### config.mk
export PLATFORM = sky130hd
export DESIGN_NAME = pwr_mode_seq
export DESIGN_NICKNAME = d
export VERILOG_FILES = /design/src/rtl/pwr_mode_pkg.sv /design/src/rtl/pwr_attn_sync.sv /design/src/rtl/pwr_settle_ctr.sv /design/src/rtl/pwr_doze_timer.sv /design/src/rtl/pwr_mode_seq.sv
export SDC_FILE = /design/constraint.sdc
export NUM_CORES = 1
export LEC_CHECK = 0
export BUFFER_PORTS_ARGS = -buffer_cell sky130_fd_sc_hd__buf_4
export CAP_MARGIN = 20
export CORE_ASPECT_RATIO = 0.6
export CORE_MARGIN = 1.5
export CORE_UTILIZATION = 45
export DETAILED_ROUTE_END_ITERATION = 8
export GPL_TIMING_DRIVEN = 0
export HOLD_SLACK_MARGIN = 0.06
export PLACE_DENSITY = 0.67
export SYNTH_ARGS = -nofsm -noshare
export SYNTH_HDL_FRONTEND = slang
export SYNTH_SLANG_ARGS = --single-unit
### constraint.sdc
create_clock -name clk -period 2.22 [get_ports clk]
set_clock_uncertainty 0.05 [all_clocks]
set_input_delay 0.111 -clock clk [delete_from_list [all_inputs] [get_ports clk]]
set_output_delay 0.111 -clock clk [all_outputs]
set_load 0.1 [all_outputs]
### src/rtl/pwr_mode_pkg.sv
package pwr_mode_pkg;

    typedef enum logic [3:0] {
        ST_OFF,
        ST_BOOT,
        ST_IDLE,
        ST_HIB,
        ST_HIB_WAKE,
        ST_DOZE,
        ST_DOZE_WAKE,
        ST_RX_WARM,
        ST_RX,
        ST_TX_WARM,
        ST_TX
    } pwr_state_e;

    typedef enum logic [2:0] {
        REQ_IDLE = 3'd0,
        REQ_HIB  = 3'd1,
        REQ_DOZE = 3'd2,
        REQ_RX   = 3'd3,
        REQ_TX   = 3'd4
    } pwr_req_e;

    // divider exponent from which clock-out is at or below 1 MHz
    localparam int unsigned CLKO_SLOW_SEL = 4;

endpackage

### src/rtl/pwr_attn_sync.sv
module pwr_attn_sync #(
    parameter int unsigned STAGES = 2
) (
    input  logic clk,
    input  logic rst_n,
    input  logic attn_n,
    output logic wake_o
);
    logic [STAGES-1:0] sync_q;

    always_ff @(posedge clk or negedge rst_n) begin
        if (!rst_n) sync_q <= '1;
        else        sync_q <= {sync_q[STAGES-2:0], attn_n};
    end

    assign wake_o = ~sync_q[STAGES-1];
endmodule

### src/rtl/pwr_settle_ctr.sv
module pwr_settle_ctr #(
    parameter int unsigned CNT_W = 20
) (
    input  logic             clk,
    input  logic             rst_n,
    input  logic             load_i,
    input  logic [CNT_W-1:0] load_val_i,
    output logic             zero_o
);
    logic [CNT_W-1:0] cnt_q;

    always_ff @(posedge clk or negedge rst_n) begin
        if (!rst_n)           cnt_q <= '0;
        else if (load_i)      cnt_q <= load_val_i;
        else if (cnt_q != '0) cnt_q <= cnt_q - 1'b1;
    end

    assign zero_o = (cnt_q == '0);

    // an expired settle count stays expired until reloaded (no wrap)
    assert_no_wrap_R9: assert property (@(posedge clk) disable iff (!rst_n)
        (!load_i && zero_o) |=> zero_o);
endmodule

### src/rtl/pwr_doze_timer.sv
module pwr_doze_timer #(
    parameter int unsigned TMR_W = 24
) (
    input  logic             clk,
    input  logic             rst_n,
    input  logic             clr_i,
    input  logic             run_i,
    input  logic             cmp_en_i,
    input  logic [TMR_W-1:0] cmp_val_i,
    output logic             match_o
);
    logic [TMR_W-1:0] tmr_q;

    always_ff @(posedge clk or negedge rst_n) begin
        if (!rst_n)      tmr_q <= '0;
        else if (clr_i)  tmr_q <= '0;
        else if (run_i)  tmr_q <= tmr_q + 1'b1;
    end

    assign match_o = cmp_en_i && (tmr_q == cmp_val_i);

    // the timer starts from zero on Doze entry
    assert_tmr_start_R5: assert property (@(posedge clk) disable iff (!rst_n)
        clr_i |=> (tmr_q == '0));
endmodule

### src/rtl/pwr_mode_seq.sv
module pwr_mode_seq
    import pwr_mode_pkg::*;
#(
    parameter int unsigned OFF_TICKS   = 400000,
    parameter int unsigned HIB_TICKS   = 320000,
    parameter int unsigned DOZE_TICKS  = 4800,
    parameter int unsigned TRX_TICKS   = 2304,
    parameter int unsigned CNT_W       = 20,
    parameter int unsigned TMR_W       = 24,
    parameter int unsigned SYNC_STAGES = 2
) (
    input  logic             clk,
    input  logic             rst_n,
    input  logic             attn_n,
    input  logic             req_valid,
    input  logic [2:0]       req_mode,
    input  logic             doze_cmp_en,
    input  logic [TMR_W-1:0] doze_cmp_val,
    input  logic             clko_doze_en,
    input  logic [2:0]       clko_sel,
    input  logic             out_idle_ind_en,
    output logic             osc_en,
    output logic             rx_en,
    output logic             tx_en,
    output logic             spi_en,
    output logic             clko_en,
    output logic             out_oe,
    output logic             ready,
    output logic             out_idle_ind
);
    localparam logic [CNT_W-1:0] OFF_LOAD  = CNT_W'(OFF_TICKS - 1);
    localparam logic [CNT_W-1:0] HIB_LOAD  = CNT_W'(HIB_TICKS - 1);
    localparam logic [CNT_W-1:0] TRX_LOAD  = CNT_W'(TRX_TICKS - 1);
    localparam logic [CNT_W-1:0] DOZE_BASE = CNT_W'(DOZE_TICKS - 1);

    pwr_state_e       state_q, state_d;
    logic             attn_wake, tmr_match, ctr_zero;
    logic             ctr_load, tmr_clr;
    logic [CNT_W-1:0] ctr_val, doze_load;
    logic             doze_clk_ok;

    assign doze_load   = DOZE_BASE + (CNT_W'(1) << clko_sel);
    assign doze_clk_ok = clko_doze_en && (clko_sel >= 3'(CLKO_SLOW_SEL));

    pwr_attn_sync #(.STAGES(SYNC_STAGES)) u_sync (
        .clk(clk), .rst_n(rst_n), .attn_n(attn_n), .wake_o(attn_wake)
    );

    pwr_settle_ctr #(.CNT_W(CNT_W)) u_ctr (
        .clk(clk), .rst_n(rst_n), .load_i(ctr_load),
        .load_val_i(ctr_val), .zero_o(ctr_zero)
    );

    pwr_doze_timer #(.TMR_W(TMR_W)) u_tmr (
        .clk(clk), .rst_n(rst_n), .clr_i(tmr_clr),
        .run_i(state_q == ST_DOZE), .cmp_en_i(doze_cmp_en),
        .cmp_val_i(doze_cmp_val), .match_o(tmr_match)
    );

    // state register
    always_ff @(posedge clk or negedge rst_n) begin
        if (!rst_n) state_q <= ST_OFF;
        else        state_q <= state_d;
    end

    // transitions
    always_comb begin
        state_d  = state_q;
        ctr_load = 1'b0;
        ctr_val  = '0;
        tmr_clr  = 1'b0;
        unique case (state_q)
            ST_OFF: begin
                state_d  = ST_BOOT;
                ctr_load = 1'b1;
                ctr_val  = OFF_LOAD;
            end
            ST_BOOT:      if (ctr_zero) state_d = ST_IDLE;
            ST_IDLE: begin
                if (req_valid) begin
                    case (req_mode)
                        REQ_HIB:  state_d = ST_HIB;
                        REQ_DOZE: begin
                            state_d = ST_DOZE;
                            tmr_clr = 1'b1;
                        end
                        REQ_RX: begin
                            state_d  = ST_RX_WARM;
                            ctr_load = 1'b1;
                            ctr_val  = TRX_LOAD;
                        end
                        REQ_TX: begin
                            state_d  = ST_TX_WARM;
                            ctr_load = 1'b1;
                            ctr_val  = TRX_LOAD;
                        end
                        default: state_d = ST_IDLE;
                    endcase
                end
            end
            ST_HIB: begin
                if (attn_wake) begin
                    state_d  = ST_HIB_WAKE;
                    ctr_load = 1'b1;
                    ctr_val  = HIB_LOAD;
                end
            end
            ST_HIB_WAKE:  if (ctr_zero) state_d = ST_IDLE;
            ST_DOZE: begin
                if (attn_wake || tmr_match) begin
                    state_d  = ST_DOZE_WAKE;
                    ctr_load = 1'b1;
                    ctr_val  = doze_load;
                end
            end
            ST_DOZE_WAKE: if (ctr_zero) state_d = ST_IDLE;
            ST_RX_WARM:   if (ctr_zero) state_d = ST_RX;
            ST_TX_WARM:   if (ctr_zero) state_d = ST_TX;
            ST_RX, ST_TX: begin
                if (req_valid && (req_mode == REQ_IDLE)) state_d = ST_IDLE;
            end
        endcase
    end

    // outputs
    always_comb begin
        osc_en  = 1'b0;
        rx_en   = 1'b0;
        tx_en   = 1'b0;
        spi_en  = 1'b0;
        clko_en = 1'b0;
        out_oe  = 1'b1;
        ready   = 1'b0;
        unique case (state_q)
            ST_OFF:       out_oe = 1'b0;
            ST_BOOT, ST_HIB_WAKE, ST_DOZE_WAKE: osc_en = 1'b1;
            ST_HIB:       osc_en = 1'b0;
            ST_DOZE: begin
                osc_en  = 1'b1;
                clko_en = doze_clk_ok;
            end
            ST_IDLE: begin
                osc_en = 1'b1; spi_en = 1'b1; clko_en = 1'b1; ready = 1'b1;
            end
            ST_RX_WARM, ST_RX: begin
                osc_en = 1'b1; spi_en = 1'b1; clko_en = 1'b1; rx_en = 1'b1;
                ready  = (state_q == ST_RX);
            end
            ST_TX_WARM, ST_TX: begin
                osc_en = 1'b1; spi_en = 1'b1; clko_en = 1'b1; tx_en = 1'b1;
                ready  = (state_q == ST_TX);
            end
        endcase
        out_idle_ind = out_idle_ind_en && (state_q != ST_IDLE) && (state_q != ST_OFF);
    end

    // radio paths are exclusive
    assert_rx_tx_excl_R8: assert property (@(posedge clk) disable iff (!rst_n)
        !(rx_en && tx_en));

    // a ready block always has its host port and oscillator running
    assert_ready_port_R3: assert property (@(posedge clk) disable iff (!rst_n)
        ready |-> (spi_en && osc_en));

    // Hibernate is left only after a synchronised attention level
    assert_hib_wake_src_R4: assert property (@(posedge clk) disable iff (!rst_n)
        ($past(state_q) == ST_HIB && state_q != ST_HIB) |-> $past(attn_wake));

    // Doze is left only on attention or a timer match
    assert_doze_wake_src_R5: assert property (@(posedge clk) disable iff (!rst_n)
        ($past(state_q) == ST_DOZE && state_q != ST_DOZE)
            |-> $past(attn_wake || tmr_match));
endmodule

==> impl_summary.txt, run 1 <==
----------------------------------------------------
[Routing]
  Total vias in the final route ... 3187
  Drt first pass iters ... 5
  Via density per instance ... 5.74
  Overall routed net length ... 9280 um
  Wire length per cell ... 16.7 um
  DR DRC count ... 0
  Iter 0 DRT Violations ... 310
  Antenna-violating nets left ... 0

[Floorplan]
  Die height ... 71.2 um
  Top-Level Pins ... 45
  Effective utilization at floorplan ... 47.2%
  Num rows ... 24
  Core ar. ... 0.00739 mm2
  Full die area ... 0.00831 mm2
  Width of the die ... 117 um

[Setup path]
  Number of cells on the worst reg-to-reg path ... 6
  Series of cell instances along the critical path ... buf_2, or3_4, a211oi_4, nor3_1, a311oi_1, mux2i_1
  Worst Setup Start Kind ... flop
  Startpoint of the worst register-to-register path ... state_q[3]
  Startpoint of the worst setup timing path ... state_q[3]
  Data required time of the worst path ... 2.33 ns
  Arrival time of data at the critical path endpoint ... 2.29 ns
  Maximum fanout count along the critical path ... 9
  Cell type of the slowest stage on the worst timing path ... sky130_fd_sc_hd__or3_4
  Endpoint of the worst-slack reg-to-reg timing path ... u_ctr.cnt_q[7]
  Setup Crit Path Kind ... flop to flop
  Crit. End Element ... flop
  R2R Setup Slk ... 0.04 ns
  CP peak stage delay ... 0.44 ns

[Clocking]
  H-tree depth ... 2
  Clock-pin slew on the worst setup and hold paths ... 0.06 ns
  Cell at the root of the clock tree ... sky130_fd_sc_hd__clkbuf_16
  Clock latency on the worst-skew pair ... 0.29 ns
  TritonCTS clock tree ... yes
  Clock Sinks ... 50
  Maximum number of buffers from clock root to sink ... 2
  Num CTS Buffers ... 5

[Synth]
  Cell type contributing the most total cell area after synthesis ... sky130_fd_sc_hd__dfrtp_1
  Synth Warn # ... 0
  Fraction of the yosys area taken by sequential cells ... 35.9%
  Most used DFF post-synth ... sky130_fd_sc_hd__dfrtp_1
  Instance count of the mapped netlist ... 387
  Post-synth net total ... 427
  Share of synthesized flip-flops with an asynchronous set or reset ... 100%
  Proportion of netlist area held by the largest area contributor ... 34.4%
  Synth Cell Area ... 0.00349 mm2
  Yosys reg bits ... 50
  Number of enable-type register cells in the synthesized netlist ... 0
  Number of distinct library cell variants in the gate-level netlist after synthesis ... 72
  Syn_area_per_cell ... 9.02 um2
  Synth top area cells ... sky130_fd_sc_hd__dfrtp_1 (34%), sky130_fd_sc_hd__xnor2_1 (8.5%), sky130_fd_sc_hd__xor2_1 (5.3%)

[STA]
  Setup_tns ... 0 ns
  Period minus WS final ... 2.18 ns
  Setup repair after global routing missed its margin ... true
  Post-route fraction of the period consumed by the critical path ... 98.1%
  Max-slew violations ... 0
  Max-Slew Margin vs Limit ... 49.5%
  Final count of hold timing violations ... 0
  Slack of the critical path ... 0.0412 ns
  Number of endpoints failing setup at the final stage ... 0
  Upper clock frequency limit ... 459 MHz
  Transition time of the tightest slew-check pin ... 0.752 ns

[Global routing]
  Global route total overflow ... 0
  Busiest layer in global routing ... met1
  Maximum number of pins on one net before global-route repair ... 51
  First-pass GRT wire length ... 14900 um
  Antenna violations before repair ... 0
  Met2 layer usage reported by global route ... 31.2%
  GR Util met1 ... 38.8%
  Global-route usage over all layers ... 23.4%
  Via count of the first global-routing pass ... 2866
  Fraction of met3 tracks used by global routing ... 4.82%

[Final layout]
  Leading cell type in the layout, fill and taps excluded ... sky130_fd_sc_hd__buf_4
  Growth of design area from synthesis to finish ... 26.5%
  Most used cells in the layout excluding fill and tap cells ... sky130_fd_sc_hd__buf_4 (54), sky130_fd_sc_hd__dfrtp_1 (45), sky130_fd_sc_hd__xnor2_1 (33)
  Non-filler instance count after layout ... 555
  Post-layout utilization of the core ... 59.8%
  Diodes inserted ... 0
  Final-layout fill cell count ... 692
  NumNets Final ... 490
  Proportion of layout cells with a drive suffix above 1 ... 26.2%

[Placement]
  Number of port buffers ... 43
  Placed cell count ... 534
  Worst setup slack before clock tree synthesis ... -0.171 ns
  Final RePlAce weighted congestion ... 0.917
  HPWL Detailed ... 6590 um

[Power and ir drop]
  Worst-case vdd ir drop ... 0.000261 V
  Cell leakage power ... 1.78 nW
  Cell Pwr Density ... 443 mW/mm2

[Hold path]
  Sink of the worst hold path ... u_ctr.cnt_q[5]
  Worst hold start ... clko_sel[1]
  Hold Crit Class ... input pin to flop
  Number of cells on the worst hold path ... 3

[Flow run]
  # Max-Cap Violations ... 0

[Run status]
  Outcome ... complete, no violations

----------------------------------------------------
worst max-delay path: cells and delay by family (launching register included):
| family | cells | cell delay [ns] |
|---|---|---|
| AO/OA/AOI/OAI | 2 | 0.67 |
| AND/OR/NAND/NOR | 2 | 0.66 |
| flip-flops | 1 | 0.36 |
| buffers and inverters | 1 | 0.19 |
| multiplexers | 1 | 0.12 |
logic make-up after synthesis:
| logic type | after synthesis | share of synthesized area [%] |
|---|---|---|
| buf+inv | 29 | 3.84 |
| flops | 50 | 35.9 |
| xor+xnor | 55 | 13.8 |
| fa+ha+maj | 3 | 1.08 |
| compound gates | 78 | 14.7 |
| simple gates | 159 | 26.9 |
| mux | 13 | 3.73 |
sequential cells by signal, indices dropped and copies added, names as in the netlist:
signal	cells
state_q	4
u_ctr.cnt_q	20
u_sync.sync_q	2
u_tmr.tmr_q	24
metrics by stage:
stage / power [W] / hold slack [ns] / area (um2)
5_1_grt: 0.00203 / 0.120 / 4410
3_5_place_dp: 0.00107 / 0.130 / 3970
3_3_place_gp: 0.00107 / 0.131 / 3970
6_report: 0.00196 / 0.0996 / 4410
2_1_floorplan: 0.000984 / -0.235 / 3510
4_1_cts: 0.00197 / 0.0979 / 4220
what timing repair did:
item	4_1_cts	5_1_grt
cloned	0	1
endpoints found under the hold margin	49	0
hold buffers	2	0
setup buffers	2	8
pin swaps	2	8
setup endpoints to repair	47	29
resized for setup	11	27
area by class of cell:
type / count / area [um2] / area share, %
Multi-Input combinational cell: 308 / 2260 / 51.2
Sequential cell: 50 / 1260 / 28.5
Timing Repair Buffer: 56 / 450 / 10.2
Clock buffer: 7 / 143 / 3.23
Tap cell: 104 / 130 / 2.95
Buffer: 18 / 104 / 2.35
Inverter: 11 / 41.3 / 0.935
Clock inverter: 1 / 30.0 / 0.680
Yosys cell counts, drive strengths merged, types with 2 or more instances:
| library cell | instances |
|---|---|
| nand4 | 12 |
| xor2 | 21 |
| clkbuf | 8 |
| a21oi | 27 |
| or3 | 11 |
| a211oi | 4 |
| a31oi | 2 |
| o31ai | 9 |
| or2 | 2 |
| and2 | 4 |
| nor3 | 22 |
| mux2i | 13 |
| o22ai | 2 |
| dfstp | 2 |
| inv | 11 |
| nand2b | 6 |
| a21o | 3 |
| buf | 10 |
| or4 | 2 |
| nor2b | 4 |
| nand3 | 13 |
| nor2 | 30 |
| nand2 | 27 |
| and3 | 2 |
| dfrtp | 48 |
| nor3b | 2 |
| nor4 | 9 |
| and4 | 3 |
| nand3b | 2 |
| xnor2 | 34 |
| o21ai | 15 |
| or4b | 2 |
| ha | 3 |
| o41ai | 2 |
worst max path at each step:
stage                      to  slack, ns  depth (start not counted)
2_1_floorplan           rx_en      -0.28                          4
3_3_place_gp   u_ctr.cnt_q[8]      -0.16                          8
3_5_place_dp   u_ctr.cnt_q[8]      -0.17                          8
4_1_cts        u_ctr.cnt_q[8]      -0.03                          8
5_1_grt        u_ctr.cnt_q[6]      -0.07                          6
6_report       u_ctr.cnt_q[7]       0.04                          6
power breakdown:
group / switching, W / internal, W
clock: 0.000333 / 0.000563
sequential: 0.00000215 / 0.000914
combinational: 0.0000725 / 0.0000708
metal layers:
metal / part of all wire, % / vias to the layer above
li1: - / 1529
met1: 52 / 1534
met2: 41 / 117
met3: 6.6 / 7
met4: 0.70 / 0
met5: 0 / -
No activity file was read; power rests on OpenSTA's default activity.
==> run 2: changes to the inputs <==
--- a/config.mk
+++ b/config.mk
@@ -13,5 +13,5 @@
 export DETAILED_ROUTE_END_ITERATION = 8
 export GPL_TIMING_DRIVEN = 0
-export HOLD_SLACK_MARGIN = 0.06
+export HOLD_SLACK_MARGIN = 0.03
 export PLACE_DENSITY = 0.67
 export SYNTH_ARGS = -nofsm -noshare
--- a/constraint.sdc
+++ b/constraint.sdc
@@ -3,3 +3,3 @@
 set_input_delay 0.111 -clock clk [delete_from_list [all_inputs] [get_ports clk]]
 set_output_delay 0.111 -clock clk [all_outputs]
-set_load 0.1 [all_outputs]
+set_load 0.01 [all_outputs]
==> run 2 against run 1 <==
Compared with the run above:
- the run now ends with setup timing left
- clock power fell by 1%
- non-clock buffer count rose by 5
- register-to-register slack got worse by 0.07 ns
- via count barely moved
- hold slack got worse by 0.028 ns
- largest cell class unchanged
- highest routed layer unchanged
==> impl_summary.txt, run 2 (synthesis gave the netlist of run 1 again) <==
----------------------------------------------------
[Floorplan]
  Full die area ... 0.00831 mm2 (unchanged)
  Width of the die ... 117 um (unchanged)
  Top-Level Pins ... 45 (unchanged)
  Die height ... 71.2 um (unchanged)
  Core ar. ... 0.00739 mm2 (unchanged)
  Effective utilization at floorplan ... 47.2% (unchanged)
  Num rows ... 24 (unchanged)

[Clocking]
  Maximum number of buffers from clock root to sink ... 2 (unchanged)
  H-tree depth ... 2 (unchanged)
  Num CTS Buffers ... 5 (unchanged)
  TritonCTS clock tree ... yes
  Cell at the root of the clock tree ... sky130_fd_sc_hd__clkbuf_16
  Clock Sinks ... 50 (unchanged)
  Clock-pin slew on the worst setup and hold paths ... 0.06 ns (about the same)
  Clock latency on the worst-skew pair ... 0.30 ns (about the same)

[Setup path]
  R2R Setup Slk ... -0.03 ns (-0.07 ns)
  Crit. End Element ... flop
  CP peak stage delay ... 0.48 ns (+0.04 ns)
  Number of buffers and inverters on the critical path ... 1 (unchanged)
  Arrival time of data at the critical path endpoint ... 2.36 ns (+0.07 ns)
  Series of cell instances along the critical path ... inv_2, ha_4, or4b_4, nor3b_4, nand2_4, a311oi_2, mux2i_1
  Data required time of the worst path ... 2.33 ns (about the same)
  Maximum fanout count along the critical path ... 6 (-3)
  Number of cells on the worst reg-to-reg path ... 7 (+1)
  Startpoint of the worst register-to-register path ... u_ctr.cnt_q[1]
  Endpoint of the worst-slack reg-to-reg timing path ... u_ctr.cnt_q[7]
  Cell type of the slowest stage on the worst timing path ... sky130_fd_sc_hd__or4b_4
  CP top delay family ... simple AND/OR/NAND/NOR gates
  Worst Setup Start Kind ... flop
  Setup Crit Path Kind ... flop to flop

[Hold path]
  Hold Crit Class ... input pin to flop
  Number of cells on the worst hold path ... 3 (unchanged)
  Worst hold start ... clko_sel[2]
  Sink of the worst hold path ... u_ctr.cnt_q[5]

[Power and ir drop]
  Cell leakage power ... 1.80 nW (+1.3%)
  Cell Pwr Density ... 437 mW/mm2 (-1.4%)
  Worst-case vdd ir drop ... 0.000330 V (+27%)

[Routing]
  Wire length per cell ... 17.2 um (+2.7%)
  DR DRC count ... 0 (unchanged)
  Iter 0 DRT Violations ... 203 (-35%)
  Total vias in the final route ... 3184 (-0.094%)
  Drt first pass iters ... 4 (-1)
  Via density per instance ... 5.69 (-0.99%)
  Overall routed net length ... 9620 um (+3.6%)
  Antenna-violating nets left ... 0 (unchanged)

[Final layout]
  Flip-flop count of the largest register, all copies and words added ... 24 (unchanged)
  Post-layout utilization of the core ... 60.0% (+0.29 points)
  Growth of design area from synthesis to finish ... 27.1%
  Proportion of layout cells with a drive suffix above 1 ... 27.6% (+1.5 points)
  NumNets Final ... 495 (+1.0%)
  Most flops, register ... u_tmr.tmr_q
  Registers with the most flip-flops ... u_tmr.tmr_q: 24 flops, u_ctr.cnt_q: 20 flops, state_q: 4 flops
  Leading cell type in the layout, fill and taps excluded ... sky130_fd_sc_hd__buf_4
  Most used cells in the layout excluding fill and tap cells ... sky130_fd_sc_hd__buf_4 (60), sky130_fd_sc_hd__dfrtp_1 (47), sky130_fd_sc_hd__xnor2_1 (34)
  Diodes inserted ... 0 (unchanged)

[Placement]
  HPWL Detailed ... 6820 um (+3.6%)
  Final RePlAce weighted congestion ... 0.896 (-2.2%)
  Number of port buffers ... 43 (unchanged)

[Global routing]
  Global route total overflow ... 0 (unchanged)
  Global-route usage over all layers ... 24.1% (+0.72 points)
  Antenna violations before repair ... 0 (unchanged)
  Via count of the first global-routing pass ... 2961 (+3.3%)
  First-pass GRT wire length ... 15300 um (+2.2%)
  Maximum number of pins on one net before global-route repair ... 51 (unchanged)

[STA]
  Setup repair after global routing missed its margin ... true
  Final count of hold timing violations ... 0 (unchanged)
  Transition time of the tightest slew-check pin ... 0.729 ns (-0.0227 ns)
  Period minus WS final ... 2.25 ns (+0.0695 ns)
  Slack of the critical path ... -0.0283 ns (-0.0695 ns)
  Upper clock frequency limit ... 445 MHz (-3.1%)
  Worst-case hold slack ... 0.0712 ns (-0.0283 ns)
  Max-slew violations ... 0 (unchanged)
  Max-Slew Margin vs Limit ... 51.0% (+1.5 points)
  Post-route fraction of the period consumed by the critical path ... 101% (+3.1 points)
  Number of endpoints failing setup at the final stage ... 1 (+1)

[Run status]
  Outcome ... finished, violations left
  Failing checks ... setup timing

[Flow run]
  # Max-Cap Violations ... 0 (unchanged)

----------------------------------------------------
==> run 2: cell type report <==
class,instances,area (um2)
plain buffers,18,106
clock inverters,2,37.5
well taps,104,130
inverters,11,41.3
multi-input cells,308,2250
repair buffers,61,487
clock buffers,6,129
fillers,678,2950
flip-flops and latches,50,1250
==> run 2: how the worst max path moves through the flow <==
stage                   start               to  slack, ns  cells after the start
2_1_floorplan  u_ctr.cnt_q[0]       state_q[1]       0.10                      7
3_3_place_gp   u_ctr.cnt_q[0]   u_ctr.cnt_q[7]      -0.22                      7
3_5_place_dp   u_ctr.cnt_q[0]   u_ctr.cnt_q[7]      -0.23                      7
4_1_cts            state_q[3]  u_tmr.tmr_q[22]      0.005                      5
5_1_grt            state_q[3]   u_ctr.cnt_q[6]      -0.13                      7
6_report       u_ctr.cnt_q[1]   u_ctr.cnt_q[7]      -0.03                      7
==> run 2: timing repair <==
item / in CTS / in global routing
pin swaps: 3 / 10
endpoints found under the setup margin: 24 / 45
hold buffers: 2 / 0
gates cloned: 1 / 0
endpoints found under the hold margin: 49 / 0
buffers inserted: 9 / 6
gates resized for setup: 13 / 32
==> run 2: where the power goes <==
group          leakage [nW]  switching [W]  total [W]  internal [W]
logic                  1.22      0.0000653   0.000135     0.0000698
clock network        0.0771       0.000354   0.000887      0.000533
registers             0.504     0.00000238   0.000916      0.000914
total                  1.80       0.000422    0.00194       0.00152
==> run 2: tightest hold or removal path, stage by stage <==
cell                      delay [ns]
sky130_fd_sc_hd__buf_4          0.13
sky130_fd_sc_hd__nand2_1        0.07
sky130_fd_sc_hd__mux2i_1        0.06
==> run 2: metal layers <==
layer  vias to the layer above  share of wire, %  GRT usage [%]
met4                         0              0.81           4.95
met3                        10               8.5           7.53
li1                       1538                 -              -
met2                       116                38           30.5
met5                         -                 0              0
met1                      1520                52           39.4
==> run 2: per-stage QoR <==
step,instance area (um2),setup TNS (ns),total power (W),setup slack (ns),instances
floorplan,3490,0,0.000978,0.100,387
global placement,3940,-1.47,0.00106,-0.221,534
detailed placement,3940,-1.51,0.00106,-0.235,534
CTS,4280,0,0.00195,0.00535,554
global route,4440,-0.881,0.00199,-0.132,560
finish,4440,-0.0283,0.00194,-0.0283,560
